===== config.mk =====
export PLATFORM = sky130hd
export DESIGN_NAME = lowtog_pattern_gen
export DESIGN_NICKNAME = d
export VERILOG_FILES = /design/src/rtl/lowtog_pkg.sv /design/src/rtl/lowtog_weight.sv /design/src/rtl/lowtog_phase_shift.sv /design/src/rtl/lowtog_pattern_gen.sv
export SDC_FILE = /design/constraint.sdc
export NUM_CORES = 1
export LEC_CHECK = 0
export BUFFER_PORTS_ARGS = -buffer_cell sky130_fd_sc_hd__buf_2
export CORE_UTILIZATION = 54
export DETAILED_ROUTE_END_ITERATION = 7
export PLACE_DENSITY = 0.82
export SYNTH_ARGS = -nofsm -noshare
export SYNTH_HDL_FRONTEND = slang
export SYNTH_SLANG_ARGS = --single-unit

===== constraint.sdc =====
create_clock -name clk -period 1.6 [get_ports clk]
set_input_delay 0.16 -clock clk [delete_from_list [all_inputs] [get_ports clk]]
set_output_delay 0.16 -clock clk [all_outputs]
set_load 0.02 [all_outputs]

===== src/rtl/lowtog_pkg.sv =====
package lowtog_pkg;
    localparam int WORD_W = 32;
    typedef logic [WORD_W-1:0] word_t;

    // one shift step for x^32 + x^22 + x^2 + x + 1
    function automatic word_t lfsr_step(word_t s);
        return {s[30:0], s[31] ^ s[21] ^ s[1] ^ s[0]};
    endfunction

    // hold-register bit feeding input k (0..2) of chain j
    function automatic int ps_tap(int j, int k);
        int off;
        off = (k == 0) ? 0 : ((k == 1) ? 11 : 22);
        return (j + off) % WORD_W;
    endfunction
endpackage


===== src/rtl/lowtog_weight.sv =====
module lowtog_weight
    import lowtog_pkg::*;
#(
    parameter int TAP0 = 4,
    parameter int TAP1 = 9,
    parameter int TAP2 = 14,
    parameter int TAP3 = 19
) (
    input  word_t      lfsr_i,
    input  logic [3:0] code_i,
    output logic       wbit_o,
    output logic       lp_off_o
);
    localparam int NTERM = 4;
    logic [NTERM-1:0] tapv;
    logic [NTERM-1:0] term;

    assign tapv = {lfsr_i[TAP3], lfsr_i[TAP2], lfsr_i[TAP1], lfsr_i[TAP0]};

    // term k ANDs k+1 taps, giving probability 2^-(k+1); code bit 3-k enables it
    for (genvar k = 0; k < NTERM; k++) begin : g_term
        assign term[k] = (&tapv[k:0]) & code_i[NTERM-1-k];
    end

    assign wbit_o   = |term;
    assign lp_off_o = ~|code_i;
endmodule


===== src/rtl/lowtog_phase_shift.sv =====
module lowtog_phase_shift
    import lowtog_pkg::*;
#(
    parameter int NCHAIN = 11
) (
    input  word_t             hold_i,
    output logic [NCHAIN-1:0] chain_o
);
    for (genvar j = 0; j < NCHAIN; j++) begin : g_chain
        localparam int A = ps_tap(j, 0);
        localparam int B = ps_tap(j, 1);
        localparam int C = ps_tap(j, 2);
        assign chain_o[j] = hold_i[A] ^ hold_i[B] ^ hold_i[C];
    end
endmodule


===== src/rtl/lowtog_pattern_gen.sv =====
module lowtog_pattern_gen
    import lowtog_pkg::*;
#(
    parameter int    NCHAIN  = 11,
    parameter int    PAT_LEN = 32,
    parameter word_t SEED    = 32'h1ACE_B00C
) (
    input  logic              clk,
    input  logic              rst,
    input  logic [3:0]        sw_code,
    output logic [NCHAIN-1:0] chain_o,
    output logic              pat_strobe_o
);
    localparam int CNT_W = (PAT_LEN > 1) ? $clog2(PAT_LEN) : 1;
    localparam logic [CNT_W-1:0] CNT_LAST = CNT_W'(PAT_LEN - 1);

    typedef struct packed {
        word_t            lfsr;
        word_t            hold;
        word_t            tog;
        word_t            aux;
        logic [CNT_W-1:0] cnt;
    } state_t;

    state_t st_q, st_d;
    logic   wbit;
    logic   lp_off;
    logic   last;
    word_t  en;

    lowtog_weight u_weight (
        .lfsr_i   (st_q.lfsr),
        .code_i   (sw_code),
        .wbit_o   (wbit),
        .lp_off_o (lp_off)
    );

    lowtog_phase_shift #(.NCHAIN(NCHAIN)) u_shift (
        .hold_i  (st_q.hold),
        .chain_o (chain_o)
    );

    assign last         = (st_q.cnt == CNT_LAST);
    assign pat_strobe_o = last;

    always_comb begin
        st_d      = st_q;
        en        = lp_off ? '1 : st_q.tog;
        st_d.lfsr = lfsr_step(st_q.lfsr);
        st_d.hold = (st_q.lfsr & en) | (st_q.hold & ~en);
        st_d.aux  = {st_q.aux[WORD_W-2:0], wbit};
        if (last) begin
            st_d.tog = st_d.aux;
            st_d.cnt = '0;
        end else begin
            st_d.cnt = st_q.cnt + 1'b1;
        end
        if (rst) begin
            st_d.lfsr = SEED;
            st_d.hold = '0;
            st_d.tog  = '1;
            st_d.aux  = '0;
            st_d.cnt  = '0;
        end
    end

    always_ff @(posedge clk) begin
        st_q <= st_d;
    end
endmodule


==> results.sh, run 1 <==
export IMPL_grt_first_pass_wirelength_um=15400
export IMPL_synth_cell_types=30
export IMPL_maxCapViolCount=0
export IMPL_finalSetupViolations=1
export IMPL_synth_fp_nets=447
export IMPL_use_met3_pct=6.55
export IMPL_hold_viol_final=0
export IMPL_dieArea_mm2=0.00888
export IMPL_path_cells="ha_4, and3_4, ha_4, buf_8"
export IMPL_clock_sinks=132
export IMPL_vias_per_cell=5.30
export IMPL_yosysTopAreaCellShare_pct=57.5
export IMPL_max_freq_mhz=611
export IMPL_n_antenna_cell=0
export IMPL_port_buffers=17
export IMPL_grt_total_usage_pct=23.5
export IMPL_critPathLaunchType="register"
export IMPL_p_int_mw=6.39
export IMPL_maxSlewViolCount=0
export IMPL_cts_buffers=17
export IMPL_cp_num_cells=4
export IMPL_firstDrtPassIters=5
export IMPL_layout_drive_gt1_share_pct=24.6
export IMPL_p_seq_share_pct=42.9
export IMPL_finalWirelength_um=9450
export IMPL_crit_family="flip-flops"
export IMPL_drtIter0Drc=93
export IMPL_area_growth_pct=22.7
export IMPL_root_buffer="clkbuf_8"
export IMPL_critical_path_required_ps=1440
export IMPL_syn_inst=439
export IMPL_violations="setup timing"
export IMPL_setup_ws_ps=-36.2
export IMPL_hold_path_class="input pin to register"
export IMPL_combPwrFrac_pct=5.7
export IMPL_layout_commonest_cell="dfxtp_1"
export IMPL_setup_tns_ps=-36.2
export IMPL_fin_skew_ps=6.77
export IMPL_syn_area_mm2=0.00459
export IMPL_grt_setup_unrepaired="yes"
export IMPL_place_gp_congestion=0.740
export IMPL_synth_warnings=0
export IMPL_worst_hold_slack_ps=26.3
export IMPL_critPathMostFrequentCell="ha_4"
export IMPL_clk_pin_slew_ps=60
export IMPL_wl_per_cell_um=16.3
export IMPL_endpoint="pat_strobe_o"
export IMPL_crit_path_start="st_q[1]$_SDFF_PP0_"
export IMPL_pre_cts_ws_ps=107
export IMPL_use_met2_pct=38.2
export IMPL_layout_common_cells="dfxtp_1 (123), nor2b_1 (48), a21oi_1 (33)"
export IMPL_synth_area_top_cells="dfxtp_1 (58%), nor2b_1 (6.5%), xnor2_1 (5.0%)"
export IMPL_max_slew_margin_pct=75.4
export IMPL_cts_tree="built"
export IMPL_critPathKind="register to output port"
export IMPL_p_switching_mw=1.74
export IMPL_status="finished, violations left"
export IMPL_dieHeight_um=94.2
export IMPL_swShare_pct=21.4
export IMPL_route_detailed_drc=0
export IMPL_r2r_slack_ps=60
export IMPL_r2r_start="st_q[1]$_SDFF_PP0_"
export IMPL_crit_buf_inv=1
export IMPL_top_level_ports=18
export IMPL_core_mm2=0.00822
export IMPL_antenna_left=0
export IMPL_antenna_found_initial=0
export IMPL_ys_ff_latch=132
export IMPL_end_kind="output port"
export IMPL_timing_final_crit_share_pct=102
export IMPL_final_nets=471
export IMPL_dr_total_vias=3080
export IMPL_power_density_mw_per_mm2=1440
export IMPL_clk_latency_ps=510
export IMPL_cp_max_fo=3
export IMPL_use_met1_pct=28.3
export IMPL_top_usage_layer="met2"
export IMPL_worst_pin_slew_ps=369
export IMPL_synth_top_area_cell="dfxtp_1"
export IMPL_start_util_pct=55.9
export IMPL_power_frac_clock_pct=51.4
export IMPL_clk_path_buf_depth=2
export IMPL_rr_worst_depth=7
export IMPL_avgSynthCellArea_um2=10.5
export IMPL_fin_area_mm2=0.00564
export IMPL_power_mw=8.13
export IMPL_htreeDepth=4
export IMPL_ir_drop_mv=0.914
export IMPL_critical_path_slowest_cell="dfxtp_2"
export IMPL_min_period_ps=1640
export IMPL_critPathArrivalTime_ps=1480
export IMPL_grt_pass1_vias=3161
export IMPL_grt_max_degree=39
export IMPL_slowest_delay_ps=340
export IMPL_ys_seq_area_share_pct=57.5
export IMPL_p_leak_nw=2.15
export IMPL_r2r_end="st_q[61]$_SDFFE_PP1P_"
export IMPL_die_x_um=94.2
export IMPL_grt_overflow_total=0
export IMPL_rows=33
export IMPL_place_area_mm2=0.00486
export IMPL_dp_hpwl_um=5410
==> worst reg2reg max path, cell delays in order (launching register included) <==
cell and delay (ps):
dfxtp_2 360, ha_4 140, and3_4 190, ha_4 150, buf_4 140, buf_12 160
mux2i_1 210, nand2_1 70
==> metrics by stage <==
step | std cells | util (%)
finish | 581 | 68.6
global route | 581 | 68.6
CTS | 580 | 68.3
detailed placement | 544 | 59.1
global placement | 544 | 59.1
floorplan | 439 | -
==> cells by family (layout without fill, tap and decap cells) <==
| logic type | count (synthesis) | count (layout) | share of synthesized area, % |
|---|---|---|---|
| AO/OA/AOI/OAI | 82 | 82 | 9.86 |
| XOR/XNOR | 27 | 27 | 5.15 |
| adder cells (fa/ha/maj) | 2 | 2 | 0.545 |
| buffers and inverters | 42 | 79 | 4.00 |
| flip-flops | 132 | 132 | 57.5 |
| multiplexers | 17 | 17 | 3.70 |
| AND/OR/NAND/NOR | 137 | 137 | 19.2 |
==> how the worst min path moves through the flow <==
| stage | endpoint | slack (ps) | cells past startpoint | startpoint |
|---|---|---|---|---|
| after floorplan | st_q[5]$_SDFF_PP0_ | 390 | 3 | sw_code[3] |
| after global placement | st_q[119]$_SDFF_PP1_ | 420 | 1 | st_q[118]$_SDFF_PP1_ |
| after detailed placement | st_q[126]$_SDFF_PP1_ | 420 | 1 | st_q[125]$_SDFF_PP0_ |
| after CTS | st_q[21]$_SDFF_PP0_ | 10 | 2 | rst |
| after global routing | st_q[21]$_SDFF_PP0_ | 30 | 2 | rst |
| final | st_q[21]$_SDFF_PP0_ | 30 | 2 | rst |
==> synth_stat cells (all sizes together) <==
cell type	count
ha	2
and3	1
clkbuf	20
xnor2	26
nor3b	2
a2bb2oi	1
nor2	2
a21o	1
mux2i	17
nor4	1
nand3b	18
nand2	31
buf	7
a21oi	33
xor2	1
dfxtp	132
or2	13
inv	15
or4	1
o21ai	32
a31oi	1
nand3	16
nor3	4
o211ai	14
nor2b	48
==> power groups by stage <==
stage | Sequential [mW] | Clock, mW | Combinational [mW]
floorplan | 3.52 | 0 | 0.297
global placement | 3.54 | 0 | 0.404
detailed placement | 3.54 | 0 | 0.415
CTS | 3.48 | 4.21 | 0.448
global route | 3.50 | 4.38 | 0.500
finish | 3.49 | 4.18 | 0.460
==> per-layer routing <==
metal,part of all wire (%),wire length (um),up-vias
met5,0,0,-
met4,1.8,167,0
met3,3.9,364,18
met2,49,4630,66
met1,45,4290,1490
li1,-,-,1506
==> area by class of cell <==
| type | count | area, um2 |
|---|---|---|
| Timing Repair Buffer | 32 | 293 |
| Tap cell | 105 | 131 |
| Clock inverter | 12 | 201 |
| Sequential cell | 132 | 2650 |
| Multi-Input combinational cell | 265 | 1860 |
| Clock buffer | 20 | 445 |
| Inverter | 15 | 56.3 |
| Fill cell | 559 | 2580 |
==> timing repair <==
| action | in CTS | in global routing |
|---|---|---|
| pin swaps | 2 | 6 |
| gates resized for setup | 19 | 8 |
| setup endpoints to repair | 4 | 16 |
| endpoints found under the hold margin | 0 | 0 |
| hold buffers | 0 | 0 |
| setup buffers | 4 | 2 |
Note: power is estimated with default switching activity, not from simulation.
==> inputs of run 2 (changes only) <==
- CORE_UTILIZATION: 54 -> 60
- PLACE_DENSITY: 0.82 -> 0.86
- clock period: 1.6 -> 1.69 ns (I/O delays scaled with it)
==> results.sh, run 2 (synthesized netlist as in run 1, its figures left out) <==
export IMPL_status="finished, violations left"
export IMPL_violations="setup timing"
export IMPL_cts_buffers=17
export IMPL_critical_path_slowest_cell="dfxtp_2"
export IMPL_maxCapViolCount=0
export IMPL_final_core_util_pct=76.1
export IMPL_grt_overflow_total=0
export IMPL_r2r_start="st_q[0]$_SDFF_PP0_"
export IMPL_rows=31
export IMPL_cp_max_fo=2
export IMPL_finalWirelength_um=10100
export IMPL_dieHeight_um=89.5
export IMPL_layout_common_cells="dfxtp_1 (129), nor2b_1 (48), a21oi_1 (33)"
export IMPL_worst_hold_slack_ps=63.7
export IMPL_crit_path_start="st_q[0]$_SDFF_PP0_"
export IMPL_drtIter0Drc=174
export IMPL_clock_sinks=132
export IMPL_hold_path_class="input pin to register"
export IMPL_dr_total_vias=3209
export IMPL_dieArea_mm2=0.00801
export IMPL_route_detailed_drc=0
export IMPL_hold_path_cell_count=4
export IMPL_grt_first_pass_wirelength_um=15600
export IMPL_setup_ws_ps=-61.4
export IMPL_clk_latency_ps=520
export IMPL_wl_per_cell_um=17.5
export IMPL_r2r_slack_ps=30
export IMPL_layout_drive_gt1_share_pct=22.6
export IMPL_maxSlewViolCount=0
export IMPL_dp_hpwl_um=5420
export IMPL_critPathKind="register to output port"
export IMPL_port_buffers=17
export IMPL_power_mw=7.45
export IMPL_die_x_um=89.5
export IMPL_cts_tree="built"
export IMPL_vias_per_cell=5.56
export IMPL_layout_commonest_cell="dfxtp_1"
export IMPL_htreeDepth=4
export IMPL_antenna_left=0
export IMPL_min_to="st_q[5]$_SDFF_PP0_"
export IMPL_p_leak_nw=2.14
export IMPL_finalSetupViolations=1
export IMPL_clk_path_buf_depth=2
export IMPL_max_slew_margin_pct=75.4
export IMPL_ir_drop_mv=1.13
export IMPL_place_gp_congestion=0.746
export IMPL_clk_pin_slew_ps=60
export IMPL_cts_hold_buf=0
export IMPL_start_util_pct=62.7
export IMPL_fin_area_mm2=0.00558
export IMPL_timing_final_crit_share_pct=104
export IMPL_critPathArrivalTime_ps=1580
export IMPL_path_cells="ha_4, and3_4, ha_4, buf_12, buf_8"
export IMPL_area_growth_pct=21.5
export IMPL_hold_viol_final=0
export IMPL_slowest_delay_ps=330
export IMPL_fin_skew_ps=6.19
export IMPL_power_density_mw_per_mm2=1340
export IMPL_max_freq_mhz=571
export IMPL_core_mm2=0.00733
export IMPL_grt_max_degree=37
export IMPL_critPathLaunchType="register"
export IMPL_grt_pass1_vias=3163
export IMPL_hp_start="sw_code[3]"
export IMPL_antenna_found_initial=0
export IMPL_top_level_ports=18
export IMPL_min_period_ps=1750
export IMPL_worst_pin_slew_ps=369
export IMPL_r2r_end="st_q[43]$_SDFFE_PP1P_"
export IMPL_end_kind="output port"
export IMPL_critical_path_required_ps=1520
export IMPL_final_nets=473
export IMPL_grt_total_usage_pct=27.6
export IMPL_firstDrtPassIters=5
export IMPL_n_antenna_cell=0
export IMPL_place_area_mm2=0.00479
export IMPL_setup_tns_ps=-61.4
export IMPL_rr_worst_depth=8
export IMPL_grt_setup_unrepaired="yes"
export IMPL_root_buffer="clkbuf_8"
export IMPL_critPathMostFrequentCell="ha_4"
## run 2: changes by cell type in the layout (fill, tap and decap cells not counted), sizes merged
cell | previous run | this run
clkinv | 1 | 4
bufbuf | 0 | 2
bufinv | 5 | 4
clkbuf | 20 | 19
clkinvlp | 5 | 4
## run 2: metrics by stage
stage,cells,setup WS (ps)
after global placement,537,190
after detailed placement,537,123
after floorplan,439,44.3
after CTS,575,-80.3
final,577,-61.4
after global routing,577,-98.3
## run 2: what timing repair did
action | in CTS | in global routing
resized for setup | 9 | 6
setup endpoints to repair | 1 | 5
cloned | 2 | 0
pin swaps | 2 | 2
setup buffers | 4 | 2
## run 2: final cells by class
type	count	area, um2
clock buffer	19	422
fill	422	1750
multi-input combinational	265	1820
inverter	15	56.3
timing repair buffer	34	325
sequential	132	2650
tap	99	124
clock inverter	13	183
## run 2: worst max-delay path: cells and delay by family, from the launching register on
| kind | cells | cell delay, ps |
|---|---|---|
| and+or+nand+nor | 1 | 180 |
| adders and majority gates | 2 | 320 |
| DFF | 1 | 330 |
| buffers and inverters | 2 | 240 |
## run 2: metal layers
metal  track usage [%]  share of wire (%)  vias up  routed length [um]
li1                  -                  -     1516                   -
met4              9.96                1.8        0                 180
met5                 0                  0        -                   0
met2              46.2                 50       97                5060
met1              33.3                 43     1576                4290
met3              9.05                5.4       20                 547
## run 2: worst max path at each step
stage | endpoint | slack [ps] | cells past startpoint
finish | pat_strobe_o | -60 | 5
global route | pat_strobe_o | -100 | 5
CTS | pat_strobe_o | -80 | 5
detailed placement | st_q[58]$_SDFFE_PP1P_ | 120 | 6
global placement | st_q[51]$_SDFFE_PP1P_ | 190 | 6
floorplan | st_q[52]$_SDFFE_PP1P_ | 40 | 7
## run 2: power by group
group | leakage [nW] | internal (mW) | switching, mW
Clock | 0.284 | 2.39 | 1.34
Sequential | 1.08 | 3.22 | 0.0806
Combinational | 0.773 | 0.180 | 0.240
Total | 2.14 | 5.79 | 1.66
